--- config.mk ---
export PLATFORM = sky130hd
export DESIGN_NAME = bdrv_dual
export DESIGN_NICKNAME = d
export VERILOG_FILES = /design/src/rtl/bdrv_pkg.sv /design/src/rtl/bdrv_mode_fsm.sv /design/src/rtl/bdrv_store.sv /design/src/rtl/bdrv_bank.sv /design/src/rtl/bdrv_dual.sv
export SDC_FILE = /design/constraint.sdc
export NUM_CORES = 1
export LEC_CHECK = 0
export ABC_CLOCK_PERIOD_IN_PS = 2790
export CORE_ASPECT_RATIO = 1.1
export CORE_MARGIN = 3
export CORE_UTILIZATION = 60
export DETAILED_ROUTE_END_ITERATION = 8
export DONT_BUFFER_PORTS = 1
export MAX_ROUTING_LAYER = met4
export PLACE_DENSITY = 0.77
export REMOVE_ABC_BUFFERS = 1
export SLEW_MARGIN = 20
export SYNTH_ARGS = -nofsm -noshare
export SYNTH_HDL_FRONTEND = slang
export SYNTH_SLANG_ARGS = --single-unit
--- constraint.sdc ---
create_clock -name clk -period 2.79 [get_ports clk]
set_clock_uncertainty 0.15 [all_clocks]
set_input_delay 0.1395 -clock clk [delete_from_list [all_inputs] [get_ports clk]]
set_output_delay 0.1395 -clock clk [all_outputs]
set_load 0.1 [all_outputs]
--- src/rtl/bdrv_pkg.sv ---
package bdrv_pkg;
    typedef enum logic [1:0] {
        ST_FOLLOW    = 2'd0,
        ST_WAIT_RISE = 2'd1,
        ST_CLK_HIGH  = 2'd2
    } bank_mode_e;
endpackage

--- src/rtl/bdrv_mode_fsm.sv ---
module bdrv_mode_fsm
    import bdrv_pkg::*;
(
    input  logic       clk,
    input  logic       rst,
    input  logic       pass_i,
    input  logic       bclk_i,
    output bank_mode_e state_o,
    output logic       load_o
);
    bank_mode_e state_q;
    bank_mode_e state_d;
    logic       clk_seen_q;

    // State register; clk_seen_q remembers the last bank-clock sample.
    always_ff @(posedge clk) begin
        if (rst) begin
            state_q    <= ST_CLK_HIGH;
            clk_seen_q <= 1'b1;
        end else begin
            state_q    <= state_d;
            clk_seen_q <= bclk_i;
        end
    end

    // Transitions: OPEN, CLOSE_LOW, CLOSE_HIGH, CAPTURE, FALL.
    always_comb begin
        state_d = state_q;
        if (pass_i) begin
            state_d = ST_FOLLOW;
        end else begin
            unique case (state_q)
                ST_FOLLOW:    state_d = bclk_i ? ST_CLK_HIGH : ST_WAIT_RISE;
                ST_WAIT_RISE: state_d = bclk_i ? ST_CLK_HIGH : ST_WAIT_RISE;
                ST_CLK_HIGH:  state_d = bclk_i ? ST_CLK_HIGH : ST_WAIT_RISE;
                default:      state_d = ST_CLK_HIGH;
            endcase
        end
    end

    // Load strobe: follow while open, or take the input on a detected rise.
    always_comb begin
        load_o = 1'b0;
        unique case (state_q)
            ST_FOLLOW:    load_o = pass_i | (bclk_i & ~clk_seen_q);
            ST_WAIT_RISE: load_o = pass_i | bclk_i;
            ST_CLK_HIGH:  load_o = pass_i;
            default:      load_o = 1'b0;
        endcase
    end

    assign state_o = state_q;


    wait_rise_chk: assert property (@(posedge clk) disable iff (rst)
        (state_q == ST_WAIT_RISE && !pass_i && bclk_i) |=> (state_q == ST_CLK_HIGH));


    open_state_chk: assert property (@(posedge clk) disable iff (rst)
        pass_i |=> (state_q == ST_FOLLOW));
endmodule

--- src/rtl/bdrv_store.sv ---
module bdrv_store #(
    parameter int WIDTH = 18
) (
    input  logic             clk,
    input  logic             rst,
    input  logic             load_i,
    input  logic [WIDTH-1:0] d_i,
    output logic [WIDTH-1:0] q_o
);
    logic [WIDTH-1:0] held_q;

    always_ff @(posedge clk) begin
        if (rst) begin
            held_q <= '0;
        end else if (load_i) begin
            held_q <= d_i;
        end
    end

    assign q_o = held_q;


    clear_after_rst_chk: assert property (@(posedge clk) disable iff (rst)
        $past(rst) |-> (held_q == '0));
endmodule

--- src/rtl/bdrv_bank.sv ---
module bdrv_bank
    import bdrv_pkg::*;
#(
    parameter int WIDTH = 18
) (
    input  logic             clk,
    input  logic             rst,
    input  logic [WIDTH-1:0] din_i,
    input  logic             oe_n_i,
    input  logic             pass_i,
    input  logic             bclk_i,
    output logic [WIDTH-1:0] q_o,
    output logic             q_en_o
);
    bank_mode_e       mode;
    logic             load;
    logic [WIDTH-1:0] held;

    bdrv_mode_fsm i_fsm (
        .clk     (clk),
        .rst     (rst),
        .pass_i  (pass_i),
        .bclk_i  (bclk_i),
        .state_o (mode),
        .load_o  (load)
    );

    bdrv_store #(.WIDTH(WIDTH)) i_store (
        .clk    (clk),
        .rst    (rst),
        .load_i (load),
        .d_i    (din_i),
        .q_o    (held)
    );

    // Output stage: data path plus drive flag, no internal tri-state.
    always_comb begin
        q_o    = pass_i ? din_i : held;
        q_en_o = ~oe_n_i;
    end


    follow_store_chk: assert property (@(posedge clk) disable iff (rst)
        pass_i |=> (held == $past(din_i)));


    hold_stable_chk: assert property (@(posedge clk) disable iff (rst)
        (!pass_i && $stable(bclk_i)) |=> $stable(held));


    oe_no_touch_chk: assert property (@(posedge clk) disable iff (rst)
        (!pass_i && !bclk_i && $rose(oe_n_i)) |=> $stable(held));


    close_high_chk: assert property (@(posedge clk) disable iff (rst)
        (mode == ST_FOLLOW && !pass_i && bclk_i && $past(bclk_i)) |=> $stable(held));
endmodule

--- src/rtl/bdrv_dual.sv ---
module bdrv_dual #(
    parameter int NUM_BANKS = 2,
    parameter int BANK_W    = 18
) (
    input  logic                        clk,
    input  logic                        rst,
    input  logic [NUM_BANKS*BANK_W-1:0] din,
    input  logic [NUM_BANKS-1:0]        oe_n,
    input  logic [NUM_BANKS-1:0]        pass,
    input  logic [NUM_BANKS-1:0]        bclk,
    output logic [NUM_BANKS*BANK_W-1:0] q,
    output logic [NUM_BANKS-1:0]        q_en
);
    localparam int BUS_W = NUM_BANKS * BANK_W;

    logic [BUS_W-1:0] q_bus;

    for (genvar b = 0; b < NUM_BANKS; b++) begin : g_bank
        bdrv_bank #(.WIDTH(BANK_W)) i_bank (
            .clk    (clk),
            .rst    (rst),
            .din_i  (din[b*BANK_W +: BANK_W]),
            .oe_n_i (oe_n[b]),
            .pass_i (pass[b]),
            .bclk_i (bclk[b]),
            .q_o    (q_bus[b*BANK_W +: BANK_W]),
            .q_en_o (q_en[b])
        );


        drive_off_chk: assert property (@(posedge clk) disable iff (rst)
            oe_n[b] |-> !q_en[b]);
    end

    assign q = q_bus;
endmodule

Word level (Yosys, flattened, before mapping)
Cells that the tools add are included.
- register bits after elaboration: 42
- bits in latches: 0
- RAM bits: 0
- ROM bits: 0
- input port bits: 44
- logic and storage cells: 40
- memories kept: 0
- $add $sub $neg: 0
- $mul: 0
- divide/modulo/power cells: 0
- order comparisons: 0
- eq/ne operators: 4
- shift operators: 0
- mux-type cells: 10
- bitwise operators: 12
- reduce and logical (&&, ||, !) cells: 6
- operators with widths (operator ; count):
    $mux 18 ; 2
    $mux 2 ; 6
    $reduce_or 3->1 ; 4
    $not 1->1 ; 6
    $pmux 1 s3 ; 2
    $eq 2x1->1 const B ; 2
    $eq 2x2->1 const B ; 2
    $logic_not 2->1 ; 2
    $or 1x1->1 ; 4
    $and 1x1->1 ; 2

Longest topological paths before layout
- word-level depth: 4
- mapped depth: 5
- mapped depth without buffers: 3

Hierarchy
A second synthesis with hierarchy kept.
- cells, all modules: 180
- area, all modules: 2089.5 um^2
- by module, submodules not included (module ; instances ; cells each ; area an instance (um^2) ; seq. area each (um^2)):
    bdrv_store ; 2 ; 58 ; 649.4 ; 360.3
    bdrv_bank ; 2 ; 21 ; 275.3 ; 0.0
    bdrv_mode_fsm ; 2 ; 11 ; 120.1 ; 60.1

Least setup slack after synthesis
Ideal clock, no wire load.
- path type: reg2reg
- from: register g_bank[0].i_bank.i_fsm.state_q[0]
- to: register g_bank[0].i_bank.i_store.held_q[10]
- setup time: 118 ps
- arrival time: 1033 ps
- path slack: 1489 ps
- stages on the path, launching flop included: 6
- path buffers: 2
- path through: dfxtp_1 nand2b_4 a31o_1 buf_6 buf_12 mux2i_1
- longest elaborated chain between the ends: 2
- elaborated cells on any way between the ends: 4
- classes of those cells: eq/ne: 2; mux: 1; reduce/logical: 1
- RTL lines (element ; RTL line ; source):
    start: declaration ; bdrv_mode_fsm.sv:11 ; bank_mode_e state_q;
    start signal: assignment ; bdrv_mode_fsm.sv:21 ; state_q <= state_d;
    $eq 2x2->1, or another cell as far along ; bdrv_mode_fsm.sv:44 ; unique case (state_q)
    $pmux 1 s3 * ; bdrv_mode_fsm.sv:44 ;
    end signal: assignment ; bdrv_store.sv:16 ; held_q <= d_i;
    end: declaration ; bdrv_store.sv:10 ; logic [WIDTH-1:0] held_q;
Every way passes the cells marked *; elsewhere a longest branch is shown, timed or not.
A chain may end at the register's enable or synchronous reset.

Worst setup path in the final report
- from: input bclk[1]
- to: register g_bank[1].i_bank.i_fsm.state_q[0]
- longest elaborated chain between the ends: 1
- RTL lines (element ; RTL line ; source):
    start: declaration ; bdrv_dual.sv:10 ; input logic [NUM_BANKS-1:0] bclk,
    $mux 2 ; bdrv_mode_fsm.sv:33, bdrv_mode_fsm.sv:34, bdrv_mode_fsm.sv:35 ;
    end signal: assignment ; bdrv_mode_fsm.sv:21 ;
    end: declaration ; bdrv_mode_fsm.sv:11 ;
No other way between the ends.

==> summary.txt <==
Logic synthesis
  • Mapped cell area: 2310 µm²
  • Main synth FF type: dfxtp_1
  • FFs w/ async S/R, synth: 0%
  • Synth Instances: 222
  • Synth Warn #: 0
  • Yosys cell types: 17
  • Post-Syn Area per Cell: 10.4 µm²
  • Synth cell count leaders: nand2b_1 (72), dfxtp_1 (42), mux2_2 (36), mux2i_1 (36), clkbuf_1 (8)
  • Area share of the largest cell type after synthesis: 36.4%
  • Number of synthesized flops with an enable pin: 0
  • Top-count cell post-synth: nand2b_1
  • Number of synthesized register bits: 42
  • Top post-synthesis cells by area: dfxtp_1 (36%), nand2b_1 (19%), mux2_2 (18%)
  • Top cell type by total area after synthesis: dfxtp_1
  • Post-synthesis sequential area ratio: 36.4%

Clocking
  • CTS Root Cell: clkbuf_8
  • CTS Buf Count: 5
  • Setup bufs post-CTS: 0
  • CTS tree: built
  • Worst-case clock buffer depth: 2
  • Clock net sink count: 42
  • Worst-Skew Late Latency: 290 ps
  • Clk slew on worst S/H paths: 70 ps
  • CTS H-tree lvls: 2
  • Post-CTS Hold Fix Bufs: 44
  • Post-CTS Resized: 0

Detailed routing
  • Routed len/inst: 16.2 µm
  • Final ANT Viol Nets: 0
  • Drc violations: 0
  • WL final: 4980 µm
  • Initial DRC count: 49
  • Vias: 1647
  • Via density: 5.36
  • Detailed-router iteration count before antenna repair: 4

Floorplanning
  • Die Y: 71.1 µm
  • Die ar.: 4640 µm²
  • Core ar.: 3680 µm²
  • Initial Util: 62.8%
  • Die X-Extent: 65.2 µm
  • IO Count: 82
  • Row cnt: 23

Timing
  • Part of the cycle the worst path needs: 62.7%
  • Fin Hold WS: 81.3 ps
  • Final setup violation count: 0
  • Final Max Tran Viols: 0
  • Final Hold Vio Count: 0
  • Fmax: 572 MHz
  • RSZ-0062 raised after global routing: false
  • Relative slew margins: 45.5%
  • Slew @ Worst Pin: 817 ps
  • Setup TNS: 0 ps
  • Min cycle time layout: 1750 ps

GRT
  • Largest net degree at the start of global routing: 77
  • Gr usage total: 23.0%
  • GRT overflow: 0
  • Antenna violations before repair: 0
  • First-pass GRT wire length: 7950 µm
  • Vias in the first global route: 1727

Placed design
  • RePlAce Congestion: 0.650
  • IO buf count: 0
  • HPWL after DPL: 2950 µm
  • Area after DPL: 2260 µm²

Status
  • Status: completed

Setup path
  • Crit path DAT: 1830 ps
  • Reg-to-reg slack, setup: 1250 ps
  • Critical path launch point type: input port
  • Crit Path Class: in2reg
  • CP endpoint kind: flip-flop
  • Crit path max fanout: 2
  • Crit path required time: 2870 ps

Flow run
  • Max-cap viol count: 0

Pwr
  • Pwr/cell area: 578 nW/µm²
  • Tot Pwr: 1610 µW
  • Peak supply drop: 0.376 mV
  • Pleak: 0.00117 µW

Min path
  • Min-delay worst type: in2reg

Layout
  • Ant diodes: 0
  • Final #Nets: 301
  • Share of cells above drive strength 1: 19.5%
  • Final instance area: 2790 µm²
  • Final core occ: 75.8%
  • Synth-to-layout area growth: 20.7%
-- worst max-delay path: stages --
cell,delay [ps]
dlygate4sd3_1,560
or2_2,320
a211oi_1,230
dlygate4sd3_1,580
-- worst paths after layout --
path / start / to / cells past startpoint
setup reg to reg: g_bank[0].i_bank.i_fsm.state_o[0] / g_bank[0].i_bank.i_store.q_o[12] / 4
hold / removal: rst / g_bank[1].i_bank.i_fsm.state_o[1] / 2
setup / recovery: bclk[1] / g_bank[1].i_bank.i_fsm.state_o[0] / 4
hold reg to reg: g_bank[0].i_bank.i_store.q_o[17] / g_bank[0].i_bank.i_store.q_o[17] / 2
-- through the flow --
step                setup slack, ps  cells
detailed placement             1250    256
global placement               1360    256
global route                   1030    307
floorplan                      1190    204
finish                         1040    307
CTS                            1110    307
-- where the power goes --
part           switching [µW]  internal (µW)  total, µW
Sequential               25.4            642        667
Combinational             433            150        583
Clock                     194            168        362
Total                     653            960       1610
-- state kept, by name, summed over array words and instances, names as in the netlist --
signal,count
g_bank.i_bank.i_store.q_o,36
g_bank.i_bank.i_fsm.state_o,4
g_bank.i_bank.i_fsm.clk_seen_q,2
-- kinds of logic (layout without fill, tap and decap cells) --
logic type             after synthesis  in the layout  synth area share, %
buffers and inverters               22             57                 6.17
muxes                               72             72                 33.1
AOI/OAI and AO/OA                   10             10                 3.14
DFF                                 42             42                 36.4
and+or+nand+nor                     76             76                 21.2
-- final cells by class --
cell class,count,area (µm²)
multi-input cells,158,1330
fillers,259,892
flip-flops and latches,42,841
repair buffers,46,465
clock buffers,5,68.8
well taps,50,62.6
inverters,4,15.0
clock inverters,2,10.0
-- layout by cell type (no fill, tap or decap) --
cell	n
mux2i_1	36
a21oi_1	2
dlygate4sd3_1	43
o21bai_1	2
nand2b_4	2
a21boi_0	2
a31o_1	2
buf_4	2
or2_2	2
inv_1	4
nand2b_1	72
buf_12	1
clkinv_2	2
mux2_2	36
dfxtp_1	42
clkbuf_8	5
a211oi_1	2
-- routing by layer --
metal	vias up	routed length, µm	global-route usage, %
met1	768	1910	23.3
met3	7	303	4.92
met5	-	0	-
met2	60	2700	42.4
met4	0	63	8.76
li1	812	-	-
No activity file was read; power rests on OpenSTA's default activity.
